--- config.mk ---
export PLATFORM = sky130hd
export DESIGN_NAME = timebase_decr
export DESIGN_NICKNAME = d
export VERILOG_FILES = /design/src/rtl/tbd_pkg.sv /design/src/rtl/tbd_split_counter.sv /design/src/rtl/tbd_decrementer.sv /design/src/rtl/tbd_irq_latch.sv /design/src/rtl/timebase_decr.sv
export SDC_FILE = /design/constraint.sdc
export NUM_CORES = 1
export LEC_CHECK = 0
export BUFFER_PORTS_ARGS = -buffer_cell sky130_fd_sc_hd__buf_2
export CELL_PAD_IN_SITES_DETAIL_PLACEMENT = 1
export CELL_PAD_IN_SITES_GLOBAL_PLACEMENT = 1
export CORE_MARGIN = 4
export CORE_UTILIZATION = 43
export DETAILED_ROUTE_END_ITERATION = 10
export PLACE_DENSITY = 0.83
export SETUP_SLACK_MARGIN = 0.3
export SLEW_MARGIN = 20
export SYNTH_ARGS = -nofsm -noshare
export SYNTH_HDL_FRONTEND = slang
export SYNTH_HIERARCHICAL = 1
export SYNTH_SLANG_ARGS = --single-unit
--- constraint.sdc ---
create_clock -name clk -period 4.3 [get_ports clk]
set_input_delay 0.645 -clock clk [delete_from_list [all_inputs] [get_ports clk]]
set_output_delay 0.645 -clock clk [all_outputs]
set_load 0.03 [all_outputs]
--- src/rtl/tbd_pkg.sv ---
package tbd_pkg;

   typedef struct packed {
      logic lo;
      logic hi;
   } half_wr_t;

   typedef enum logic [1:0] {
      DEC_HOLD   = 2'd0,
      DEC_LOAD   = 2'd1,
      DEC_STEP   = 2'd2,
      DEC_EXPIRE = 2'd3
   } dec_op_e;

   localparam int unsigned NUM_BASES = 2;

endpackage

--- src/rtl/tbd_split_counter.sv ---
module tbd_split_counter
   import tbd_pkg::*;
#(
   parameter int unsigned HALF_W = 32
) (
   input  logic              clk,
   input  logic              rst_n,
   input  logic              adv,
   input  half_wr_t          wr,
   input  logic [HALF_W-1:0] wdata,
   output logic [HALF_W-1:0] rd_lo,
   output logic [HALF_W-1:0] rd_hi
);
   localparam int unsigned FULL_W = 2 * HALF_W;

   logic [FULL_W-1:0] cnt_q;
   logic [HALF_W-1:0] lo_next, hi_next;
   logic              any_wr;

   assign any_wr = wr.lo | wr.hi;

   always_comb begin
      lo_next = wr.lo ? wdata : cnt_q[HALF_W-1:0];
      hi_next = wr.hi ? wdata : cnt_q[FULL_W-1:HALF_W];
   end

   always_ff @(posedge clk) begin
      if (!rst_n) begin
         cnt_q <= '0;
      end else if (any_wr) begin
         cnt_q <= {hi_next, lo_next};
      end else if (adv) begin
         cnt_q <= cnt_q + {{(FULL_W-1){1'b0}}, 1'b1};
      end
   end

   assign rd_lo = cnt_q[HALF_W-1:0];
   assign rd_hi = cnt_q[FULL_W-1:HALF_W];

   p_lo_keeps_hi_r1: assert property (@(posedge clk) disable iff (!rst_n)
      (wr.lo && !wr.hi) |=> (rd_hi == $past(rd_hi)));

   p_hi_keeps_lo_r2: assert property (@(posedge clk) disable iff (!rst_n)
      (wr.hi && !wr.lo) |=> (rd_lo == $past(rd_lo)));

   p_step_one_r4: assert property (@(posedge clk) disable iff (!rst_n)
      (adv && !any_wr) |=> ({rd_hi, rd_lo} == $past({rd_hi, rd_lo}) + 1'b1));

   p_frozen_hold_r5: assert property (@(posedge clk) disable iff (!rst_n)
      (!adv && !any_wr) |=> $stable({rd_hi, rd_lo}));

endmodule

--- src/rtl/tbd_decrementer.sv ---
module tbd_decrementer
   import tbd_pkg::*;
#(
   parameter int unsigned W        = 32,
   parameter bit          UF_TRIG  = 1'b1
) (
   input  logic         clk,
   input  logic         rst_n,
   input  logic         tick,
   input  logic         sat_mode,
   input  logic         wr,
   input  logic [W-1:0] wdata,
   output logic [W-1:0] value,
   output logic         fire
);
   localparam logic [W-1:0] ALL_ONES = {W{1'b1}};
   localparam int unsigned  SIGN     = W - 1;

   logic [W-1:0] cnt_q;
   logic         spent_q;
   dec_op_e      op;
   logic         uf_hit;

   always_comb begin
      op = DEC_HOLD;
      if (wr) begin
         op = DEC_LOAD;
      end else if (tick) begin
         if (cnt_q != '0) begin
            op = DEC_STEP;
         end else if (!sat_mode || !spent_q) begin
            op = DEC_EXPIRE;
         end
      end
   end

   generate
      if (UF_TRIG) begin : g_uf_on
         assign uf_hit = wr & wdata[SIGN] & ~cnt_q[SIGN];
      end else begin : g_uf_off
         assign uf_hit = 1'b0;
      end
   endgenerate

   always_ff @(posedge clk) begin
      if (!rst_n) begin
         cnt_q   <= ALL_ONES;
         spent_q <= 1'b0;
      end else begin
         unique case (op)
            DEC_LOAD: begin
               cnt_q   <= wdata;
               spent_q <= 1'b0;
            end
            DEC_STEP: cnt_q <= cnt_q - {{(W-1){1'b0}}, 1'b1};
            DEC_EXPIRE: begin
               if (sat_mode) begin
                  cnt_q   <= '0;
                  spent_q <= 1'b1;
               end else begin
                  cnt_q   <= ALL_ONES;
                  spent_q <= 1'b0;
               end
            end
            default: ;
         endcase
      end
   end

   assign value = cnt_q;
   assign fire  = (op == DEC_EXPIRE) | uf_hit;

   p_wrap_reload_r6: assert property (@(posedge clk) disable iff (!rst_n)
      (tick && !wr && !sat_mode && value == '0) |=> (value == ALL_ONES));

   p_sat_stays_zero_r7: assert property (@(posedge clk) disable iff (!rst_n)
      (tick && !wr && sat_mode && value == '0) |=> (value == '0));

   p_load_exact_r11: assert property (@(posedge clk) disable iff (!rst_n)
      wr |=> (value == $past(wdata)));

   generate
      if (UF_TRIG) begin : g_uf_chk
         p_uf_write_fires_r8: assert property (@(posedge clk) disable iff (!rst_n)
            (wr && wdata[SIGN] && !value[SIGN]) |-> fire);
      end
   endgenerate

endmodule

--- src/rtl/tbd_irq_latch.sv ---
module tbd_irq_latch (
   input  logic clk,
   input  logic rst_n,
   input  logic set,
   input  logic ack,
   output logic irq
);
   logic irq_q;

   always_ff @(posedge clk) begin
      if (!rst_n) begin
         irq_q <= 1'b0;
      end else if (set) begin
         irq_q <= 1'b1;
      end else if (ack) begin
         irq_q <= 1'b0;
      end
   end

   assign irq = irq_q;

   p_irq_sticky_r9: assert property (@(posedge clk) disable iff (!rst_n)
      (irq && !ack) |=> irq);

   p_irq_set_wins_r9: assert property (@(posedge clk) disable iff (!rst_n)
      set |=> irq);

endmodule

--- src/rtl/timebase_decr.sv ---
module timebase_decr
   import tbd_pkg::*;
#(
   parameter int unsigned HALF_W  = 32,
   parameter int unsigned DEC_W   = 32,
   parameter bit          UF_TRIG = 1'b1
) (
   input  logic              clk,
   input  logic              rst_n,
   input  logic              tick,
   input  logic              run,
   input  logic              sat_mode,
   input  logic [HALF_W-1:0] wr_data,
   input  logic              tb_wr_lo,
   input  logic              tb_wr_hi,
   input  logic              atb_wr_lo,
   input  logic              atb_wr_hi,
   output logic [HALF_W-1:0] tb_rd_lo,
   output logic [HALF_W-1:0] tb_rd_hi,
   output logic [HALF_W-1:0] atb_rd_lo,
   output logic [HALF_W-1:0] atb_rd_hi,
   input  logic              dec_wr,
   input  logic [DEC_W-1:0]  dec_wdata,
   output logic [DEC_W-1:0]  dec_rd,
   input  logic              dec_ack,
   output logic              dec_irq
);
   initial begin
      if (HALF_W < 2) $fatal(1, "HALF_W must be at least 2");
      if (DEC_W < 2)  $fatal(1, "DEC_W must be at least 2");
   end

   logic                                adv;
   half_wr_t [NUM_BASES-1:0]            base_wr;
   logic     [NUM_BASES-1:0][HALF_W-1:0] base_lo;
   logic     [NUM_BASES-1:0][HALF_W-1:0] base_hi;
   logic                                dec_fire;

   assign adv = run & tick;

   always_comb begin
      base_wr[0].lo = tb_wr_lo;
      base_wr[0].hi = tb_wr_hi;
      base_wr[1].lo = atb_wr_lo;
      base_wr[1].hi = atb_wr_hi;
   end

   generate
      for (genvar g = 0; g < NUM_BASES; g++) begin : g_base
         tbd_split_counter #(.HALF_W(HALF_W)) u_cnt (
            .clk   (clk),
            .rst_n (rst_n),
            .adv   (adv),
            .wr    (base_wr[g]),
            .wdata (wr_data),
            .rd_lo (base_lo[g]),
            .rd_hi (base_hi[g])
         );
      end
   endgenerate

   assign tb_rd_lo  = base_lo[0];
   assign tb_rd_hi  = base_hi[0];
   assign atb_rd_lo = base_lo[1];
   assign atb_rd_hi = base_hi[1];

   tbd_decrementer #(.W(DEC_W), .UF_TRIG(UF_TRIG)) u_dec (
      .clk      (clk),
      .rst_n    (rst_n),
      .tick     (tick),
      .sat_mode (sat_mode),
      .wr       (dec_wr),
      .wdata    (dec_wdata),
      .value    (dec_rd),
      .fire     (dec_fire)
   );

   tbd_irq_latch u_irq (
      .clk   (clk),
      .rst_n (rst_n),
      .set   (dec_fire),
      .ack   (dec_ack),
      .irq   (dec_irq)
   );

   p_alt_untouched_r3: assert property (@(posedge clk) disable iff (!rst_n)
      (tb_wr_lo && !atb_wr_lo && !atb_wr_hi && !adv) |=> $stable({atb_rd_hi, atb_rd_lo}));

endmodule

After elaboration in Yosys (flattened, before gate mapping)
Cells that the tools add are included.

Register bits after elaboration: 162. Input bits: 75. Output and inout port bits: 161. Logic and storage cells: 55.

Add/subtract/negate cells: 3. Eq/ne operators: 7. Multiplexer cells: 18. Bitwise operators: 7. Reduce and logical (&&, ||, !) cells: 13.

Operators by type and width (number): 64-bit 2-to-1 mux (4); 32-bit 2-to-1 mux (5); 64-bit by 1-bit adder with 64-bit output, second input constant (2); 32-bit case mux with 3 select lines (1); 32-bit nonzero test (1); 32-bit by 1-bit subtractor with 32-bit output, second input constant (1); 2-bit 2-to-1 mux (4); 2-bit inequality test, second input constant (4); 2-bit AND reduction (4); 2-bit nonzero test (4); 2-bit == test, second input constant (2); 1-bit bitwise AND (3); 1-bit 2-to-1 mux (3); 1-bit bitwise OR (3); 3-bit nonzero test (1); 2-bit by 1-bit == test with 1-bit output, second input constant (1); 1-bit zero test (2); 1-bit case mux with 2 select lines (1); 1-bit logical OR (1); 1-bit inverter (1).

Longest topological paths before layout
Gate-level depths: netlist of run 1.

Word-level depth: 9. Gate-level depth with buffers: 10. Gate-level depth less buffers: 8.

Cells and area by module
The synthesis of run 1 kept the hierarchy.

Modules (own cells, without submodules): tbd_split_counter (times used 2, cells each 522, area an instance 3973.8 um^2, seq. area each 1281.2 um^2); tbd_decrementer (times used 1, cells each 254, area an instance 2150.8 um^2, seq. area each 660.6 um^2); tbd_irq_latch (times used 1, cells each 3, area an instance 41.3 um^2, seq. area each 20.0 um^2); timebase_decr (times used 1, cells each 1, area an instance 6.3 um^2, seq. area each 0.0 um^2).

Worst setup path before layout of run 1
Ideal clock, no wire load.

Path type: register to register. Start point: register u_dec.cnt_q[17], in the netlist u_dec/value[17]. End point: register u_dec.cnt_q[5], in the netlist u_dec/value[5]. Library setup time: 133 ps. Data arrival time: 2746 ps. Data required time: 4167 ps. Setup slack: 1421 ps. Stages on the path, launching flop included: 10. Buffers on the path: 4. Period minus slack after synthesis: 2879 ps. Path through: dfxtp_1 -> or4_1 -> or4b_1 -> buf_2 -> o31a_1 -> buf_6 -> or2_1 -> buf_6 -> buf_6 -> a2bb2oi_1.

Cells in the longest elaborated chain, start to end: 6. Elaborated cells on any way between the ends: 9. Those cells by class: eq/ne (3); mux (4); reduce/logical (2).

RTL lines: start: declaration (line tbd_decrementer.sv:19) `logic [W-1:0] cnt_q;`; start signal: assignment (line tbd_decrementer.sv:52) `cnt_q <= wdata;`; start signal: assignment (line tbd_decrementer.sv:55) `DEC_STEP: cnt_q <= cnt_q - {{(W-1){1'b0}}, 1'b1};`; 32-bit nonzero test * (line tbd_decrementer.sv:29) `if (cnt_q != '0) begin`; 2-bit 2-to-1 mux * (line tbd_decrementer.sv:29); 2-bit 2-to-1 mux * (line tbd_decrementer.sv:28) `end else if (tick) begin`; 2-bit 2-to-1 mux * (line tbd_decrementer.sv:26) `if (wr) begin`; 2-bit == test / 2-bit by 1-bit == test with 1-bit output (equally long branches) (line tbd_decrementer.sv:50) `unique case (op)`; 32-bit case mux with 3 select lines / 3-bit nonzero test (equally long branches).

Every way passes the cells marked *; elsewhere a longest branch is shown, timed or not. A chain may end at the register's enable or synchronous reset.

Worst setup path after layout of run 1
Start point: register u_dec.cnt_q[17], in the netlist u_dec/value[17]. End point: register u_dec.cnt_q[1], in the netlist u_dec/value[1].

The elaborated chain is that of the path after synthesis.

==> impl_metrics.py, run 1 <==
metrics = {
    "route": {
        "drtIter0Drc": 1232,
        "via_per_inst": 6.60,
        "dr.pass1.iters": 7,
        "final_antenna_net_count": 0,
        "drc": 0,
        "wl_per_cell_um": 24.6,
        "finalWirelength_um": 45100,
        "vias": 12100,
    },
    "logic_synthesis": {
        "synth_most_common_cell": "dfxtp_1",
        "async_reset_ff_frac": 0,
        "yosysTopAreaCellShare": 0.320,
        "syn_area_sq_um": 10100,
        "ys_seq_elements": 162,
        "ys_top_cells_by_area": "dfxtp_1 (32%), nand3_1 (4.5%), nor2_1 (4.4%), o21ai_0 (4.4%), a21oi_1 (4.4%)",
        "synth_nets": 1380,
        "yosys-top-cells-count": "dfxtp_1 (162), nor2_1 (120), nand2_1 (96)",
        "synth_edf_count": 0,
        "synth.largest_area_cell": "dfxtp_1",
        "synth_cell_types": 74,
        "netlist_instances": 1302,
        "ys_seq_area_frac": 0.320,
        "synth-main-ff-cell": "dfxtp_1",
        "syn_area_per_cell_sq_um": 7.79,
        "yosysWarningCount": 6,
    },
    "clock_tree": {
        "cts_resized": 0,
        "cts_hold_buf": 0,
        "cts_tree": "done",
        "cts_root_buffer": "clkbuf_16",
        "cts-buffers-inserted": 17,
        "htreeDepth": 4,
        "cts_buffer_depth": 2,
        "clkTransAtPathRegs_ns": 0.08,
        "clk_latency_ns": 0.45,
        "cts_sinks": 162,
        "postCtsSetupBuffers": 0,
    },
    "sta": {
        "setup_viol": 0,
        "setup_tns_ns": 0,
        "period_needed_ns": 3.36,
        "worst_pin_slew_ns": 1.04,
        "clock_skew_ns": 0.0138,
        "hold_viol": 0,
        "rsz0062_at_grt": "false",
        "clock.fmax_ghz": 0.298,
        "fin_crit_sh": 0.781,
        "finalMaxSlewViolations": 0,
        "slew_headroom": 0.309,
    },
    "placement": {
        "place_area_sq_um": 11600,
        "dp_hpwl_um": 32100,
        "numPortBuffers": 235,
        "gp_congestion": 0.961,
    },
    "power_and_ir_drop": {
        "peakVddDrop_mv": 0.238,
        "p_seq_frac": 0.432,
        "switching_share": 0.364,
        "pwr-share-comb": 0.201,
        "pwr_density_cell_nw_per_um2": 341,
        "p_leak_uw": 0.00457,
        "p_sw_uw": 1520,
        "p_int_uw": 2650,
        "clockPowerShare": 0.367,
    },
    "grt": {
        "met2_usage": 0.499,
        "use_met1": 0.459,
        "met3_usage": 0.0809,
        "grt-ovfl-total": 0,
        "grt_most_used_layer": "met2",
        "gr-usage-all-layers": 0.337,
        "grt_pass1_vias": 11900,
        "grt_pass1_wl_um": 70100,
        "grt_max_degree": 46,
        "antenna_found_initial": 2,
    },
    "critical_path": {
        "crit_path_end_kind": "flip-flop",
        "startpoint_type": "flip-flop",
        "crit_arrival_ns": 3.68,
        "crit_type": "reg -> reg",
        "cp_data_required_time_ns": 4.63,
        "max_stage_delay_ns": 0.71,
        "critical_path_peak_fanout": 24,
        "cp_cell_sequence": "or4_1, or4b_1, o31a_1, or2_1, o22a_1",
        "cp_slowest_cell": "or4b_1",
    },
    "floorplanning": {
        "coreArea_sq_um": 22900,
        "start_util": 0.443,
        "io_pins": 236,
        "die_area_sq_um": 26100,
        "fp.dieW_um": 162,
        "std_cell_rows": 55,
        "die_h_um": 162,
    },
    "final_layout": {
        "fin_area_sq_um": 12200,
        "finalNetCount": 1587,
        "drive_above_1_share": 0.231,
        "fill_cells": 2948,
        "regArea_sq_um": 3240,
        "area_growth_pct": 20.2,
        "multiInputGateArea_sq_um": 6520,
    },
    "min_path": {
        "hp-class": "in -> reg",
    },
    "job": {
        "drv_cap": 0,
    },
    "status": {
        "status": "complete, no violations",
    },
}
[flip-flops by register name, indices dropped and copies added, names as in the netlist]
register,cells
g_base.u_cnt/cnt_q,128
u_dec/value,32
u_dec/spent_q,1
u_irq/irq,1
[layer usage]
metal	wire length, um	part of all wire
met1	18600	0.41
met2	19800	0.44
met3	4640	0.10
met4	2180	0.048
met5	0	0
[path summary, 6_finish.rpt]
path | from | end | slack, ns | depth (start not counted)
max reg2reg | u_dec/value[17]$_SDFFE_PN1P_ | u_dec/value[1]$_SDFFE_PN1P_ | 0.94 | 5
min | dec_wdata[23] | u_dec/value[23]$_SDFFE_PN1P_ | 0.47 | 3
max | u_dec/value[17]$_SDFFE_PN1P_ | u_dec/value[1]$_SDFFE_PN1P_ | 0.94 | 5
min reg2reg | g_base[1].u_cnt/cnt_q[63]$_SDFFE_PN0P_ | g_base[1].u_cnt/cnt_q[63]$_SDFFE_PN0P_ | 0.51 | 2
[cell families (layout without fill, tap and decap cells)]
logic type | Yosys count | count (layout) | share of synthesized area
AOI/OAI and AO/OA | 372 | 372 | 0.244
xor gates and xnor gates | 69 | 69 | 0.0596
adders and majority gates | 3 | 3 | 0.00370
buffers and inverters | 97 | 317 | 0.0401
DFF | 162 | 162 | 0.320
muxes | 21 | 21 | 0.0207
other | 0 | 2 | 0
and+or+nand+nor | 578 | 578 | 0.312
[placed cells by master (no fill, tap or decap), types with 9 or more instances in the layout]
cell	instances
nor4_1	29
o211ai_1	25
a2bb2oi_1	21
o22ai_1	11
dfxtp_1	162
a21oi_1	89
xor2_1	31
nand4_1	60
or4_1	14
nor3_1	35
nor4_2	9
clkbuf_16	17
a22oi_1	26
xnor2_1	38
a22o_1	10
o21ai_0	90
nand3_1	91
buf_4	29
inv_1	19
and3_1	28
nor2_1	120
mux2i_1	21
nand2_1	96
or3_1	14
a31oi_1	15
nor2b_1	10
and2_1	17
and4_1	13
buf_2	235
a211oi_1	9
o31a_1	14
[metrics by stage]
stage / cells / total power [uW] / hold slack (ns) / utilization / setup slack [ns]
2_1_floorplan: 1302 / 2300 / 0.510 / - / 1.42
3_3_place_gp: 1803 / 2620 / 0.496 / 0.507 / 1.07
3_5_place_dp: 1803 / 2640 / 0.507 / 0.507 / 0.992
4_1_cts: 1835 / 4160 / 0.473 / 0.532 / 0.975
5_1_grt: 1836 / 4310 / 0.495 / 0.532 / 0.817
6_report: 1837 / 4160 / 0.474 / 0.532 / 0.943
[power groups by stage]
stage	Sequential, uW	Combinational [uW]	Clock, uW
after floorplan	1980	325	0
after global placement	1810	803	0
after detailed placement	1820	824	0
after CTS	1790	829	1540
after global routing	1820	888	1610
final	1800	838	1530
[final cells by class]
class	instances	area share
inverters	21	0.00646
diodes	2	0.000410
clock buffers	17	0.0349
repair buffers	264	0.114
clock inverters	15	0.0115
well taps	313	0.0321
multi-input cells	1043	0.534
flip-flops and latches	162	0.266
[worst max-delay path: cells and delay by family, from the launching register on]
family / cells / cell delay, ns
AND/OR/NAND/NOR: 3 / 2.00
AO/OA/AOI/OAI: 2 / 0.87
flip-flops: 1 / 0.36
Note: power is estimated with default switching activity, not from simulation.
==> inputs of run 2 (changes only) <==
ABC_AREA = 1   (was unset)
CORE_UTILIZATION = 38   (was 43)
PLACE_DENSITY = 0.77   (was 0.83)
clock period = 3.4 ns   (was 4.3 ns; I/O delays follow)
==> run 2 against run 1 <==
Cell count is 53% higher. Fmax grew 17%. Sequential cell count unchanged. Setup slack worse by 0.42 ns. Power up 36%. Critical path type unchanged.
==> impl_metrics.py, run 2 <==
metrics = {
    "floorplanning": {
        "fp.dieW_um": 188,
        "coreArea_sq_um": 31800,
        "std_cell_rows": 65,
        "io_pins": 236,
        "start_util": 0.389,
        "die_area_sq_um": 35500,
        "die_h_um": 188,
    },
    "logic_synthesis": {
        "yosys-top-cells-count": "nand2_1 (615), nor2_1 (356), a21oi_1 (217)",
        "synth_nets": 2252,
        "yosysWarningCount": 6,
        "netlist_instances": 2174,
        "ys_seq_area_frac": 0.262,
        "synth_cell_types": 36,
        "syn_area_sq_um": 12400,
        "async_reset_ff_frac": 0,
        "synth.largest_area_cell": "dfxtp_1",
        "ys_seq_elements": 162,
        "synth-main-ff-cell": "dfxtp_1",
        "syn_area_per_cell_sq_um": 5.69,
        "synth_edf_count": 0,
        "yosysTopAreaCellShare": 0.262,
        "synth_most_common_cell": "nand2_1",
        "ys_top_cells_by_area": "dfxtp_1 (26%), nand2_1 (19%), nor2_1 (11%), a21oi_1 (8.8%), nand3_1 (7.7%)",
    },
    "final_layout": {
        "finalNetCount": 2445,
        "largest_register": "g_base.u_cnt/cnt_q",
        "largest_register_ffs": 128,
        "final_cell_mix": "nand2_1 (615), nor2_1 (353), buf_2 (234), a21oi_1 (215), nand3_1 (191)",
        "fill_cells": 4598,
        "mostFrequentLayoutCell": "nand2_1",
        "area_growth_pct": 17.2,
        "drive_above_1_share": 0.158,
        "fin_area_sq_um": 14500,
    },
    "sta": {
        "clock_skew_ns": 0.00655,
        "setup_tns_ns": 0,
        "slew_headroom": 0.350,
        "hold_viol": 0,
        "fin_crit_sh": 0.845,
        "setup_viol": 0,
        "clock.fmax_ghz": 0.348,
        "worst_pin_slew_ns": 0.974,
        "rsz0062_at_grt": "false",
        "period_needed_ns": 2.87,
        "setup_slack_ns": 0.527,
        "finalMaxSlewViolations": 0,
    },
    "power_and_ir_drop": {
        "power_uw": 5670,
        "pwr_density_cell_nw_per_um2": 391,
        "p_leak_uw": 0.00612,
        "peakVddDrop_mv": 0.382,
    },
    "placement": {
        "pre_cts_slack_ns": 0.138,
        "dp_hpwl_um": 43200,
        "numPortBuffers": 235,
        "place_area_sq_um": 13900,
        "gp_congestion": 0.960,
    },
    "critical_path": {
        "startpoint_type": "flip-flop",
        "crit_type": "reg -> reg",
        "crit_arrival_ns": 3.22,
        "startpoint": "u_dec/value[0]$_SDFFE_PN1P_",
        "critical_path_peak_fanout": 20,
        "reg2reg_from": "u_dec/value[0]$_SDFFE_PN1P_",
        "crit_path_end_kind": "flip-flop",
        "cp_data_required_time_ns": 3.75,
    },
    "grt": {
        "gr-usage-all-layers": 0.313,
        "grt-ovfl-total": 0,
        "grt_pass1_wl_um": 89100,
        "antenna_found_initial": 1,
        "grt_max_degree": 63,
        "grt_pass1_vias": 15900,
    },
    "route": {
        "final_antenna_net_count": 0,
        "via_per_inst": 5.60,
        "drc": 0,
        "dr.pass1.iters": 5,
        "vias": 15800,
        "finalWirelength_um": 57400,
        "wl_per_cell_um": 20.4,
        "drtIter0Drc": 1053,
    },
    "min_path": {
        "hp-class": "in -> reg",
        "hold_path.startpoint": "dec_ack",
    },
    "job": {
        "drv_cap": 0,
    },
    "clock_tree": {
        "htreeDepth": 4,
        "cts_root_buffer": "clkbuf_16",
        "cts_tree": "done",
        "clk_latency_ns": 0.45,
        "cts_hold_buf": 0,
        "cts_sinks": 162,
        "cts_resized": 1,
        "cts-buffers-inserted": 17,
        "postCtsSetupBuffers": 0,
        "cts_buffer_depth": 2,
        "clkTransAtPathRegs_ns": 0.07,
    },
    "status": {
        "status": "complete, no violations",
    },
}
run 2: changes by cell type after synthesis, moves of 49 or more:
cell,before,now
nor2_1,120,356
nand3_1,91,191
o21bai_1,0,49
a21oi_1,89,217
o21ai_0,90,173
nand2_1,96,615
inv_1,19,187
run 2: metal layers:
metal,part of all wire,global-route usage
met5,0,0
met4,0.044,0.142
met3,0.071,0.0474
met2,0.46,0.511
met1,0.43,0.409
run 2: final cells by class:
type | instances | area [sq um] | area share
Antenna cell | 3 | 7.51 | 0.000518
Tap cell | 435 | 544 | 0.0375
Sequential cell | 162 | 3240 | 0.224
Timing Repair Buffer | 255 | 1370 | 0.0942
Multi-Input combinational cell | 1740 | 8030 | 0.554
Inverter | 191 | 717 | 0.0494
Clock inverter | 12 | 133 | 0.00915
Clock buffer | 20 | 457 | 0.0315
run 2: through the flow:
stage	instances	hold slack (ns)	utilization
after floorplan	2174	0.437	-
after global placement	2783	0.452	0.437
after detailed placement	2783	0.463	0.437
after CTS	2815	0.290	0.456
after global routing	2815	0.336	0.456
final	2818	0.313	0.456
run 2: logic make-up (layout without fill, tap and decap cells):
kind of cell               Yosys count  in the layout  synth area share
xor gates and xnor gates             9              9           0.00637
and+or+nand+nor                   1268           1268             0.437
adders and majority gates            3              3           0.00303
AOI/OAI and AO/OA                  460            460             0.200
other                                0              3                 0
DFF                                162            162             0.262
buffers and inverters              272            478            0.0912
run 2: worst max-delay path: stages (launching register included):
cell and delay (ns):
dfxtp_1 0.33, inv_1 0.12, ha_1 0.24, nand2_2 0.14, nor2_8 0.21, nand2_4 0.09, o21ai_4 0.18, nand2_2 0.09
nor2_4 0.44, inv_1 0.42, buf_4 0.35, nand2_1 0.11, nand2_1 0.05
run 2: path summary, 6_finish.rpt:
check | endpoint | slack [ns] | cells past startpoint
hold / removal | u_irq/irq$_SDFFE_PN0P_ | 0.31 | 4
setup reg to reg | u_dec/value[19]$_SDFFE_PN1P_ | 0.53 | 12
hold reg to reg | u_irq/irq$_SDFFE_PN0P_ | 0.48 | 2
setup / recovery | u_dec/value[19]$_SDFFE_PN1P_ | 0.53 | 12
run 2: where the power goes:
| group | switching, uW | internal [uW] | total [uW] | leakage (uW) |
|---|---|---|---|---|
| sequential | 265 | 2050 | 2320 | 0.00135 |
| clock | 906 | 1120 | 2030 | 0.000282 |
| combinational | 939 | 388 | 1330 | 0.00449 |
| total | 2110 | 3560 | 5670 | 0.00612 |
==> inputs of run 3 (changes only) <==
CORE_UTILIZATION = 35   (was 38)
PLACE_DENSITY = 0.75   (was 0.77)
clock period = 2.4 ns   (was 3.4 ns; I/O delays follow)
==> run 3 against run 2 <==
Power rose by 45%. Worst hold slack got worse by 0.13 ns. Register-to-register slack got worse by 0.095 ns. Critical path type unchanged. Critical endpoint is now u_dec/value[8]$_SDFFE_PN1P_. Count of clock-buffer cells in the layout rose by 3.
==> impl_metrics.py, run 3 (synthesized netlist as in run 2, its figures left out) <==
metrics = {
    "critical_path": {
        "critical_path_peak_fanout": 25,
        "cp_slowest_cell": "dfxtp_1",
        "max_stage_delay_ns": 0.31,
        "reg2reg_from": "u_dec/value[29]$_SDFFE_PN1P_",
        "r2r-end": "u_dec/value[8]$_SDFFE_PN1P_",
        "crit_type": "reg -> reg",
        "worst_r2r_path_depth": 13,
        "startpoint": "u_dec/value[29]$_SDFFE_PN1P_",
        "crit_path_end_kind": "flip-flop",
        "startpoint_type": "flip-flop",
        "crit_arrival_ns": 2.35,
        "cp_data_required_time_ns": 2.78,
        "cp_cell_sequence": "nor2_1, nand2_1, nor2_2, nand2_4, nor2_4, buf_4, nand2_1, nand2_2, nor2_2, inv_1, buf_8, nand2_1, nand2_1",
        "ff2ff_setup_slack_ns": 0.43,
        "cp_common_cell": "nand2_1",
    },
    "floorplanning": {
        "die_area_sq_um": 38400,
        "die_h_um": 196,
        "start_util": 0.356,
        "std_cell_rows": 68,
        "io_pins": 236,
        "fp.dieW_um": 196,
        "coreArea_sq_um": 34700,
    },
    "route": {
        "via_per_inst": 5.52,
        "final_antenna_net_count": 0,
        "finalWirelength_um": 59000,
        "dr.pass1.iters": 5,
        "drc": 0,
        "wl_per_cell_um": 20.4,
        "drtIter0Drc": 1027,
        "vias": 16000,
    },
    "sta": {
        "clock.fmax_ghz": 0.508,
        "setup_viol": 0,
        "rsz0062_at_grt": "true",
        "period_needed_ns": 1.97,
        "worst_pin_slew_ns": 1.09,
        "fin_crit_sh": 0.820,
        "slew_headroom": 0.276,
        "clock_skew_ns": 0.0118,
        "setup_tns_ns": 0,
        "hold_viol": 0,
        "finalMaxSlewViolations": 0,
    },
    "clock_tree": {
        "cts_buffer_depth": 2,
        "clk_latency_ns": 0.45,
        "cts_tree": "done",
        "cts_root_buffer": "clkbuf_16",
        "htreeDepth": 4,
        "clkTransAtPathRegs_ns": 0.06,
        "cts_sinks": 162,
        "cts-buffers-inserted": 17,
    },
    "status": {
        "status": "complete, no violations",
    },
    "grt": {
        "grt_pass1_wl_um": 89700,
        "grt_max_degree": 59,
        "antenna_found_initial": 1,
        "grt_pass1_vias": 15700,
        "gr-usage-all-layers": 0.294,
        "grt-ovfl-total": 0,
    },
    "final_layout": {
        "drive_above_1_share": 0.181,
        "largest_register_ffs": 128,
        "finalNetCount": 2498,
        "fill_cells": 4892,
        "largest_register": "g_base.u_cnt/cnt_q",
        "fin_cells": 2891,
        "final_cell_mix": "nand2_1 (614), nor2_1 (345), buf_2 (234), a21oi_1 (215), nand3_1 (191)",
        "mostFrequentLayoutCell": "nand2_1",
        "area_growth_pct": 21.6,
    },
    "min_path": {
        "hold_depth": 4,
        "hold_path.startpoint": "dec_ack",
        "hp-class": "in -> reg",
        "holdPathEnd": "u_irq/irq$_SDFFE_PN0P_",
    },
    "job": {
        "drv_cap": 0,
    },
    "placement": {
        "numPortBuffers": 235,
        "gp_congestion": 0.973,
        "dpl.cell_count": 2853,
        "dp_hpwl_um": 44400,
    },
    "power_and_ir_drop": {
        "p_leak_uw": 0.00638,
        "pwr_density_cell_nw_per_um2": 546,
        "power_uw": 8220,
        "peakVddDrop_mv": 0.532,
    },
}
==> run 3: worst max-delay path by stage <==
stage / to / slack (ns)
after floorplan: u_dec/value[16]$_SDFFE_PN1P_ / 0.45
after global placement: u_dec/value[20]$_SDFFE_PN1P_ / -0.01
after detailed placement: u_dec/value[22]$_SDFFE_PN1P_ / -0.06
after CTS: u_dec/value[30]$_SDFFE_PN1P_ / 0.27
after global routing: u_dec/value[19]$_SDFFE_PN1P_ / 0.26
final: u_dec/value[8]$_SDFFE_PN1P_ / 0.43
==> run 3: stage by stage <==
step                cell area [sq um]  hold WS (ns)  utilization  setup slack, ns
CTS                             14900         0.167        0.431            0.271
floorplan                       12400         0.437            -            0.449
finish                          15100         0.180        0.434            0.432
global placement                14300         0.453        0.413          -0.0135
detailed placement              14300         0.474        0.413          -0.0628
global route                    15000         0.195        0.433            0.259
==> run 3: power by group <==
part	leakage [uW]	internal, uW	switching, uW
Sequential	0.00135	2910	342
Combinational	0.00475	634	1410
Clock	0.000279	1690	1230
Total	0.00638	5230	2980
==> run 3: cell type report <==
cell class / instances / area (sq um) / share of cell area
Tap cell: 455 / 569 / 0.0378
Clock buffer: 23 / 468 / 0.0311
Inverter: 191 / 721 / 0.0479
Multi-Input combinational cell: 1741 / 8090 / 0.537
Antenna cell: 3 / 7.51 / 0.000499
Timing Repair Buffer: 307 / 1820 / 0.121
Sequential cell: 162 / 3240 / 0.216
Clock inverter: 9 / 130 / 0.00865
==> run 3: repair_timing <==
| item | CTS | global route |
|---|---|---|
| hold buffers | 0 | 0 |
| setup buffers | 0 | 1 |
| gates cloned | 1 | 1 |
| resized for setup | 5 | 16 |
| pin swaps | 1 | 3 |
| endpoints found under the setup margin | 35 | 40 |
==> run 3: critical path: cells and delay by family (launching register included) <==
kind                   cells  cell delay [ns]
AND/OR/NAND/NOR           10             1.12
buffers and inverters      3             0.46
flip-flops                 1             0.31
==> run 3: layer usage <==
layer / vias to the layer above / wire length [um] / GRT usage
li1: 7547 / - / -
met1: 7727 / 25200 / 0.387
met2: 577 / 26800 / 0.471
met3: 117 / 4030 / 0.0450
met4: 2 / 2950 / 0.145
met5: - / 11 / 0
